[src/rtl/bist_log_pkg.sv]
package bist_log_pkg;

  localparam int unsigned SLOTS_DEF = 4;

  // Decision for one cycle's fail pulse
  typedef enum logic [1:0] {
    EV_NONE  = 2'd0,
    EV_SKIP  = 2'd1,
    EV_STORE = 2'd2,
    EV_DROP  = 2'd3
  } fail_ev_e;

endpackage

[src/rtl/bist_fail_ptr.sv]
module bist_fail_ptr #(
  parameter int unsigned CNT_W = 32
) (
  input  logic             clk_i,
  input  logic             rst_ni,
  input  logic             wr_i,
  input  logic [CNT_W-1:0] wdata_i,
  output logic [CNT_W-1:0] ptr_o
);

  logic [CNT_W-1:0] ptr_q;

  // only the async reset touches it; clear leaves it alone
  always_ff @(posedge clk_i or negedge rst_ni) begin
    if (!rst_ni)   ptr_q <= '0;
    else if (wr_i) ptr_q <= wdata_i;
  end

  assign ptr_o = ptr_q;

endmodule

[src/rtl/bist_fail_count.sv]
module bist_fail_count
  import bist_log_pkg::*;
#(
  parameter int unsigned CNT_W = 32
) (
  input  logic             clk_i,
  input  logic             rst_ni,
  input  logic             clr_i,
  input  logic             fail_i,
  input  logic [CNT_W-1:0] ptr_i,
  input  logic             full_i,
  output logic [CNT_W-1:0] cnt_o,
  output fail_ev_e         ev_o
);

  localparam logic [CNT_W-1:0] CNT_MAX = '1;

  logic [CNT_W-1:0] cnt_q, cnt_d;
  logic             at_max;

  assign at_max = (cnt_q == CNT_MAX);

  always_comb begin
    cnt_d = cnt_q;
    if (clr_i)                 cnt_d = '0;
    else if (fail_i && !at_max) cnt_d = cnt_q + 1'b1;
  end

  always_ff @(posedge clk_i or negedge rst_ni) begin
    if (!rst_ni) cnt_q <= '0;
    else         cnt_q <= cnt_d;
  end

  // judged on the pre-increment count and the currently held pointer
  always_comb begin
    if (!fail_i || clr_i)  ev_o = EV_NONE;
    else if (cnt_q < ptr_i) ev_o = EV_SKIP;
    else if (full_i)        ev_o = EV_DROP;
    else                    ev_o = EV_STORE;
  end

  assign cnt_o = cnt_q;

endmodule

[src/rtl/bist_fail_slots.sv]
module bist_fail_slots
  import bist_log_pkg::*;
#(
  parameter int unsigned ADDR_W = 32,
  parameter int unsigned DATA_W = 64,
  parameter int unsigned SLOTS  = 4,
  localparam int unsigned FILL_W = $clog2(SLOTS + 1)
) (
  input  logic                   clk_i,
  input  logic                   rst_ni,
  input  logic                   clr_i,
  input  fail_ev_e               ev_i,
  input  logic [ADDR_W-1:0]      addr_i,
  input  logic [DATA_W-1:0]      data_i,
  output logic [SLOTS-1:0]       vld_o,
  output logic [SLOTS*ADDR_W-1:0] addr_o,
  output logic [SLOTS*DATA_W-1:0] data_o,
  output logic [FILL_W-1:0]      fill_o,
  output logic                   full_o
);

  logic [FILL_W-1:0]             fill_q;
  logic                          store;
  logic [SLOTS-1:0]              vld_q;
  logic [SLOTS-1:0][ADDR_W-1:0]  addr_q;
  logic [SLOTS-1:0][DATA_W-1:0]  data_q;

  assign store  = (ev_i == EV_STORE);
  assign full_o = (fill_q == FILL_W'(SLOTS));

  always_ff @(posedge clk_i or negedge rst_ni) begin
    if (!rst_ni)    fill_q <= '0;
    else if (clr_i) fill_q <= '0;
    else if (store) fill_q <= fill_q + 1'b1;
  end

  // fill pointer selects the target slot directly, no priority encoder
  for (genvar k = 0; k < SLOTS; k++) begin : g_slot
    logic hit;
    assign hit = store && (fill_q == FILL_W'(k));

    always_ff @(posedge clk_i or negedge rst_ni) begin
      if (!rst_ni)    vld_q[k] <= 1'b0;
      else if (clr_i) vld_q[k] <= 1'b0;
      else if (hit)   vld_q[k] <= 1'b1;
    end

    always_ff @(posedge clk_i or negedge rst_ni) begin
      if (!rst_ni) begin
        addr_q[k] <= '0;
        data_q[k] <= '0;
      end else if (hit) begin
        addr_q[k] <= addr_i;
        data_q[k] <= data_i;
      end
    end
  end

  assign vld_o  = vld_q;
  assign addr_o = addr_q;
  assign data_o = data_q;
  assign fill_o = fill_q;

endmodule

[src/rtl/bist_fail_log.sv]
module bist_fail_log
  import bist_log_pkg::*;
#(
  parameter int unsigned ADDR_W = 32,
  parameter int unsigned DATA_W = 64,
  parameter int unsigned CNT_W  = 32,
  parameter int unsigned SLOTS  = SLOTS_DEF,
  localparam int unsigned FILL_W = $clog2(SLOTS + 1)
) (
  input  logic                    clk_i,
  input  logic                    rst_ni,
  input  logic                    clr_i,
  input  logic                    ptr_wr_i,
  input  logic [CNT_W-1:0]        ptr_wdata_i,
  input  logic                    fail_i,
  input  logic [ADDR_W-1:0]       fail_addr_i,
  input  logic [DATA_W-1:0]       fail_data_i,
  output logic [SLOTS-1:0]        slot_vld_o,
  output logic [SLOTS*ADDR_W-1:0] slot_addr_o,
  output logic [SLOTS*DATA_W-1:0] slot_data_o,
  output logic [FILL_W-1:0]       fill_cnt_o,
  output logic                    full_o,
  output logic [CNT_W-1:0]        fail_cnt_o,
  output logic [CNT_W-1:0]        ptr_o
);

  logic [CNT_W-1:0] ptr;
  logic             full;
  fail_ev_e         ev;

  bist_fail_ptr #(.CNT_W(CNT_W)) i_ptr (
    .clk_i   (clk_i),
    .rst_ni  (rst_ni),
    .wr_i    (ptr_wr_i),
    .wdata_i (ptr_wdata_i),
    .ptr_o   (ptr)
  );

  bist_fail_count #(.CNT_W(CNT_W)) i_count (
    .clk_i  (clk_i),
    .rst_ni (rst_ni),
    .clr_i  (clr_i),
    .fail_i (fail_i),
    .ptr_i  (ptr),
    .full_i (full),
    .cnt_o  (fail_cnt_o),
    .ev_o   (ev)
  );

  bist_fail_slots #(
    .ADDR_W (ADDR_W),
    .DATA_W (DATA_W),
    .SLOTS  (SLOTS)
  ) i_slots (
    .clk_i  (clk_i),
    .rst_ni (rst_ni),
    .clr_i  (clr_i),
    .ev_i   (ev),
    .addr_i (fail_addr_i),
    .data_i (fail_data_i),
    .vld_o  (slot_vld_o),
    .addr_o (slot_addr_o),
    .data_o (slot_data_o),
    .fill_o (fill_cnt_o),
    .full_o (full)
  );

  assign full_o = full;
  assign ptr_o  = ptr;

endmodule

[config.mk]
export PLATFORM = sky130hd
export DESIGN_NAME = bist_fail_log
export DESIGN_NICKNAME = d
export VERILOG_FILES = /design/src/rtl/bist_log_pkg.sv /design/src/rtl/bist_fail_ptr.sv /design/src/rtl/bist_fail_count.sv /design/src/rtl/bist_fail_slots.sv /design/src/rtl/bist_fail_log.sv
export SDC_FILE = /design/constraint.sdc
export NUM_CORES = 1
export LEC_CHECK = 0
export BUFFER_PORTS_ARGS = -buffer_cell sky130_fd_sc_hd__buf_2
export CAP_MARGIN = 20
export CORE_AREA = 4 4 226 228
export DETAILED_ROUTE_END_ITERATION = 10
export DIE_AREA = 0 0 230 232
export MAX_ROUTING_LAYER = met4
export PLACE_DENSITY_LB_ADDON = 0.12
export SLEW_MARGIN = 20
export SYNTH_ARGS = -nofsm -noshare
export SYNTH_HDL_FRONTEND = slang
export SYNTH_SLANG_ARGS = --single-unit
export TNS_END_PERCENT = 5
[constraint.sdc]
create_clock -name clk_i -period 3.9 [get_ports clk_i]
set_input_delay 1.17 -clock clk_i [delete_from_list [all_inputs] [get_ports clk_i]]
set_output_delay 1.17 -clock clk_i [all_outputs]
set_load 0.005 [all_outputs]
==> summary.txt, run 1 <==
Outcome
  – Status: complete, no violations

Setup path
  – Crit path capture type: flip-flop
  – Crit path required time: approximately 4400 ps
  – Crit path DAT: between 3000 and 4000 ps
  – Worst-path fanout max: 37
  – R2R depth: 8
  – Setup CP Type: flip-flop to flip-flop
  – Crit path launch type: flip-flop

Route
  – Via/cell ratio: 4.85
  – Routed WL per cell: ~21 um
  – Via count: 12400
  – Iteration-0 DRC Markers: 395
  – Drt pass-1 iters: 4
  – Total Wirelength: roughly 55000 um
  – Routed Antenna Nets: 0
  – DRC violations left: 0

Timing
  – Period utilisation layout: ~87%
  – Final TNS setup: 0 ps
  – Slew margin rel.: a little under three fifths
  – Crit path time final: around 3400 ps
  – Final hold vios: 0
  – RSZ-0062 raised after global routing: false
  – Endpoints failing setup: 0
  – Slew @ Worst Pin: about 640 ps
  – Max Clock Skew: between 20 and 25 ps
  – Slew Limit Fails: 0
  – Fmax: 296 MHz

Die
  – Die outline height: approximately 230 um
  – Die W: ~230 um
  – # IOs: just under 600
  – Area of the die: between 0.05 and 0.06 mm2
  – Initial Utilization: 37.2%
  – Core Region: 0.0488 mm2
  – Rows: 81

Global routing
  – Number of global-route vias before repair: between 10000 and 15000
  – Total GRT Usage: approximately a fifth
  – Antenna violations before repair: 7
  – Largest net degree at the start of global routing: 91
  – Total congestion overflow: 0
  – First-pass GRT wire length: about 83000 um

Synthesis
  – Synth top area share: a little over three fifths
  – Seq/Total Area, Yosys: roughly 63%
  – Post-synth EDFFs: 0
  – Cell Area, Synth: between 0.015 and 0.02 mm2
  – Distinct cells, synth: 43
  – Yosys top cell by area: dfrtp_1
  – Average size of a mapped cell: 14.6 um2
  – Dominant synthesized flop cell: dfrtp_1
  – Synth warn: 0
  – Asr flop ratio synth: 100%
  – Area contributors post-synth: dfrtp_1 (63%), mux2_2 (17%), mux2_1 (7.2%), ha_1 (2.6%), o21ai_0 (1.1%)
  – Flops & latches, synth: ~460
  – Syn Inst Count: approximately 1200
  – Synthesized Nets: about 1400

CTS
  – Post-CTS Resized: 0
  – CTS Buf Count: between 40 and 50
  – Clock Latency Late Sink: slightly below 600 ps
  – TritonCTS clock tree: done
  – CTS Hold Bufs: 0
  – Root Buffer: clkbuf_16
  – Clock-pin slew on the worst setup and hold paths: around 60 ps
  – Maximum root-to-sink buffer count: 3
  – H-tree depth: 2
  – Post-CTS setup buffers: 0
  – CTS Sinks: about 460

Cells and area
  – Share of cells above drive strength 1: 51.2%
  – Fin cells: 2556
  – Area delta synth->final: 30.7%
  – Nets: just over 2000
  – Fill count: ~4500

Power
  – PD cells: between 400 and 500 mW/mm2
  – P_leak: about 14 nW
  – Max VDD drop: 0.000323 V

Place
  – Cell count after placement: between 2000 and 2500
  – IO Port Bufs: between 500 and 600
  – Gpl congestion: ~0.82
  – Dpl hpwl: between 40000 and 50000 um

Run
  – Max-cap violations: 0

Min path
  – Hold path depth: 1
  – Worst Hold Class: flip-flop to flip-flop
-- per-stage QoR --
stage	cell area, um2	setup WS, ps	utilization [%]	hold slack [ps]	power [W]
after floorplan	18100	1240	-	489	0.00499
after global placement	22000	584	45.0	468	0.00532
after detailed placement	22000	519	45.0	475	0.00533
after CTS	23700	513	48.5	489	0.0103
after global routing	23700	356	48.5	492	0.0105
final	23700	522	48.5	481	0.0101
-- sequential cells by signal, indices dropped and copies added (netlist names) --
name,flops
i_ptr.ptr_o,32
i_slots.addr_o,128
i_count.cnt_o,32
i_slots.fill_o,3
i_slots.data_o,256
i_slots.vld_o,4
-- cell families after synthesis --
kind of cell	share of synthesized area [%]
xor+xnor	1.35
simple gates	4.35
compound gates	2.65
flops	62.7
mux	23.9
fa+ha+maj	2.55
buf+inv	2.42
-- area by class of cell --
class | instances | area (um2) | area share [%]
clock inverter | 21 | 304 | 1.28
sequential | 455 | 11400 | 48.0
timing repair buffer | 608 | 3270 | 13.8
clock buffer | 67 | 1400 | 5.88
multi-input combinational | 693 | 6360 | 26.8
inverter | 41 | 154 | 0.649
tap | 664 | 831 | 3.50
antenna | 7 | 17.5 | 0.0739
-- worst paths after layout --
check,startpoint,to,slack (ps)
setup / recovery,i_count.cnt_o[17],i_slots.addr_o[44],520
hold / removal,i_slots.data_o[176],i_slots.data_o[176],480
setup reg to reg,i_count.cnt_o[17],i_slots.addr_o[44],520
hold reg to reg,i_slots.data_o[176],i_slots.data_o[176],480
max in group asynchronous,rst_ni,i_slots.data_o[32],2350
min in group asynchronous,rst_ni,i_slots.data_o[69],580
-- report_power, final --
part	internal (W)	total, W	leakage [nW]	switching [W]
clock	0.00297	0.00488	0.835	0.00191
combinational	0.000150	0.000423	6.50	0.000273
sequential	0.00477	0.00480	6.29	0.0000289
total	0.00789	0.0101	13.6	0.00221
-- synth_stat cells (all sizes together), types with 12 or more instances --
library cell,instances
nor3,16
clkbuf,12
nor2,36
inv,41
a21oi,19
dfrtp,455
ha,37
xnor2,15
nand3,21
o21ai,42
nand2,51
nand4,14
buf,40
mux2,385
xor2,13
-- layout by cell type (no fill, tap or decap), drive strengths merged, types with 10 or more instances in the layout --
cell    synthesis  layout
a21oi          19      19
buf            40     608
clkbuf         12      67
clkinv          0      10
dfrtp         455     455
ha             37      37
inv            41      43
mux2          385     385
nand2          51      51
nand3          21      21
nand4          14      14
nor2           36      36
nor3           16      16
o21ai          42      42
xnor2          15      15
xor2           13      13
-- layer usage --
layer	vias up	global-route usage, %	wire (um)
li1	5591	-	-
met1	6303	24.7	21900
met2	401	33.2	26600
met3	108	6.67	4380
met4	0	7.20	2010
met5	-	-	0
-- critical path: stages, from the launching register on --
cell and delay (ps):
dfrtp_1 460, ha_1 340, a21oi_1 140, o21ai_0 150, a221oi_1 450, nand3_1 430, o211ai_4 350, buf_4 520
mux2_2 390
(Power assumes the default switching activity.)
==> inputs of run 2 (changes only) <==
- RECOVER_POWER: unset -> 50
==> run 2 against run 1 <==
The run now ends with max-capacitance violations, max-slew violations left. Final area shrank 1.0%. First-iteration DRC count shrank 3.5%. Flip-flop and latch count is the same. Clock skew shrank 1.4 ps. Routed wire length grew 0.23%. Die area is the same. Worst setup slack gained 1.9 ps. Total power is essentially flat. Worst hold slack is essentially flat. Sequential share of layout area grew 0.49 points. Sequential power is essentially flat. Critical path type unchanged.
==> summary.txt, run 2 (synthesis results as in run 1) <==
CTS
  – Post-CTS setup buffers: 0 (unchanged)
  – CTS Buf Count: 49 (unchanged)
  – CTS Hold Bufs: 0 (unchanged)
  – TritonCTS clock tree: done
  – Root Buffer: clkbuf_16
  – Clock-pin slew on the worst setup and hold paths: 60 ps (about the same)
  – CTS Sinks: 455 (unchanged)
  – Clock Latency Late Sink: 580 ps (about the same)
  – Post-CTS Resized: 0 (unchanged)
  – Maximum root-to-sink buffer count: 3 (unchanged)
  – H-tree depth: 2 (unchanged)

Global routing
  – First-pass GRT wire length: 82700 um (unchanged)
  – Antenna violations before repair: 7 (unchanged)
  – Total GRT Usage: 20.7% (unchanged)
  – Total congestion overflow: 0 (unchanged)
  – Number of global-route vias before repair: 13100 (unchanged)
  – Largest net degree at the start of global routing: 91 (unchanged)

Setup path
  – Crit path required time: 4350 ps (about the same)
  – R2R Setup Slk: 520 ps (about the same)
  – R2r endpoint: i_slots.addr_o[44]
  – Crit path launch type: flip-flop
  – Slowest stage delay, CP: 520 ps (about the same)
  – Setup CP Type: flip-flop to flip-flop
  – CP top delay family: compound AO/OA/AOI/OAI gates
  – CP Cell Sequence: ha_1 > a21oi_1 > o21ai_0 > a221oi_1 > nand3_1 > o211ai_4 > buf_4 > mux2_2
  – Crit path DAT: 3830 ps (about the same)
  – R2R Path Start: i_count.cnt_o[17]
  – Worst-path fanout max: 37 (unchanged)
  – R2R depth: 8 (unchanged)
  – Crit path capture type: flip-flop
  – Slowest CP cell: buf_4
  – CP Buf/Inv Count: 1 (unchanged)

Route
  – Iteration-0 DRC Markers: 381 (-3.5%)
  – Via/cell ratio: 4.84 (-0.20%)
  – Routed WL per cell: 21.5 um (+0.23%)
  – Drt pass-1 iters: 4 (unchanged)
  – DRC violations left: 0 (unchanged)
  – Total Wirelength: 55000 um (+0.23%)
  – Routed Antenna Nets: 0 (unchanged)
  – Via count: 12400 (-0.20%)

Power
  – PD cells: 430 mW/mm2 (+0.98%)
  – Max VDD drop: 0.000324 V (+0.16%)
  – P_leak: 13.0 nW (-4.3%)

Die
  – Die outline height: 232 um (unchanged)
  – Rows: 81 (unchanged)
  – Area of the die: 0.0534 mm2 (unchanged)
  – # IOs: 589 (unchanged)
  – Initial Utilization: 37.2% (unchanged)
  – Die W: 230 um (unchanged)
  – Core Region: 0.0488 mm2 (unchanged)

Cells and area
  – Nets: 2018 (unchanged)
  – Most frequent cells in the layout: buf_2 (457), dfrtp_1 (455), mux2_2 (269)
  – Commonest non-fill, non-tap cell in the layout: buf_2
  – Area of the multi-input gates: 0.00635 mm2 (about the same)
  – Fill count: 4565 (+1.3%)
  – Final instance area: 0.0235 mm2 (-1.0%)
  – Area delta synth->final: 29.3%
  – FF+latch area: 0.0114 mm2 (unchanged)
  – Share of cells above drive strength 1: 44.1% (-7.1 points)
  – Largest register FFs: 256 (unchanged)

Timing
  – Fmax: 296 MHz (about the same)
  – Slew @ Worst Pin: 1950 ps (+1310 ps)
  – Slew Limit Fails: 68 (+68)
  – Period utilisation layout: 86.6% (about the same)
  – Worst Setup Slack, final: 524 ps (+1.86 ps)
  – Crit path time final: 3380 ps (-1.86 ps)
  – Hold_ws: 481 ps (-0.451 ps)
  – Final hold vios: 0 (unchanged)
  – Endpoints failing setup: 0 (unchanged)
  – RSZ-0062 raised after global routing: false
  – Slew margin rel.: -29.9% (-87 points)
  – Final TNS setup: 0 ps (unchanged)
  – Max Clock Skew: 18.8 ps (-1.36 ps)

Place
  – Post-Place Setup Slack: 519 ps (unchanged)
  – Placed Instance Area: 0.0220 mm2 (unchanged)
  – Gpl congestion: 0.823 (unchanged)
  – IO Port Bufs: 588 (unchanged)
  – Dpl hpwl: 40700 um (unchanged)

Min path
  – Hold_sp: i_slots.data_o[176]
  – Min-Delay Endpoint: i_slots.data_o[176]
  – Hold path depth: 1 (unchanged)
  – Worst Hold Class: flip-flop to flip-flop

Outcome
  – Status: complete, but fails checks
  – Failing checks: max-capacitance violations, max-slew violations

Run
  – Max-cap violations: 1 (+1)
==> run 2: worst max path at each step <==
| stage | startpoint | to | slack, ps | cells past startpoint |
|---|---|---|---|---|
| 2_1_floorplan | i_count.cnt_o[17] | i_slots.data_o[100] | 1240 | 9 |
| 3_3_place_gp | i_count.cnt_o[17] | i_slots.data_o[127] | 580 | 8 |
| 3_5_place_dp | i_count.cnt_o[17] | i_slots.addr_o[35] | 520 | 8 |
| 4_1_cts | i_count.cnt_o[17] | i_slots.addr_o[35] | 510 | 8 |
| 5_1_grt | rst_ni | i_slots.data_o[107] | 320 | 2 |
| 6_report | i_count.cnt_o[17] | i_slots.addr_o[44] | 520 | 8 |
==> run 2: power breakdown <==
part           internal, W  total [W]  switching (W)
clock network      0.00297    0.00489        0.00192
logic             0.000138   0.000411       0.000272
registers          0.00477    0.00480      0.0000295
total              0.00788     0.0101        0.00222
==> run 2: cell type report <==
| class | instances | share of cell area, % |
|---|---|---|
| Sequential cell | 455 | 48.5 |
| Clock buffer | 67 | 5.94 |
| Multi-Input combinational cell | 693 | 27.1 |
| Antenna cell | 7 | 0.0746 |
| Inverter | 41 | 0.656 |
| Timing Repair Buffer | 608 | 12.9 |
| Clock inverter | 21 | 1.30 |
| Tap cell | 664 | 3.54 |
==> run 2: metrics by stage <==
step | utilization, % | total power [W] | instances
after global routing | 48.0 | 0.0105 | 2555
final | 48.1 | 0.0101 | 2556
after floorplan | - | 0.00499 | 1241
after global placement | 45.0 | 0.00532 | 2461
after detailed placement | 45.0 | 0.00533 | 2461
after CTS | 48.5 | 0.0103 | 2549
==> run 2: per-layer routing <==
metal	track usage (%)	vias to the layer above	share of wire, %
met5	-	-	0
met4	7.20	0	3.6
met3	6.67	100	8.0
met2	33.2	399	48
met1	24.7	6288	40
li1	-	5591	-
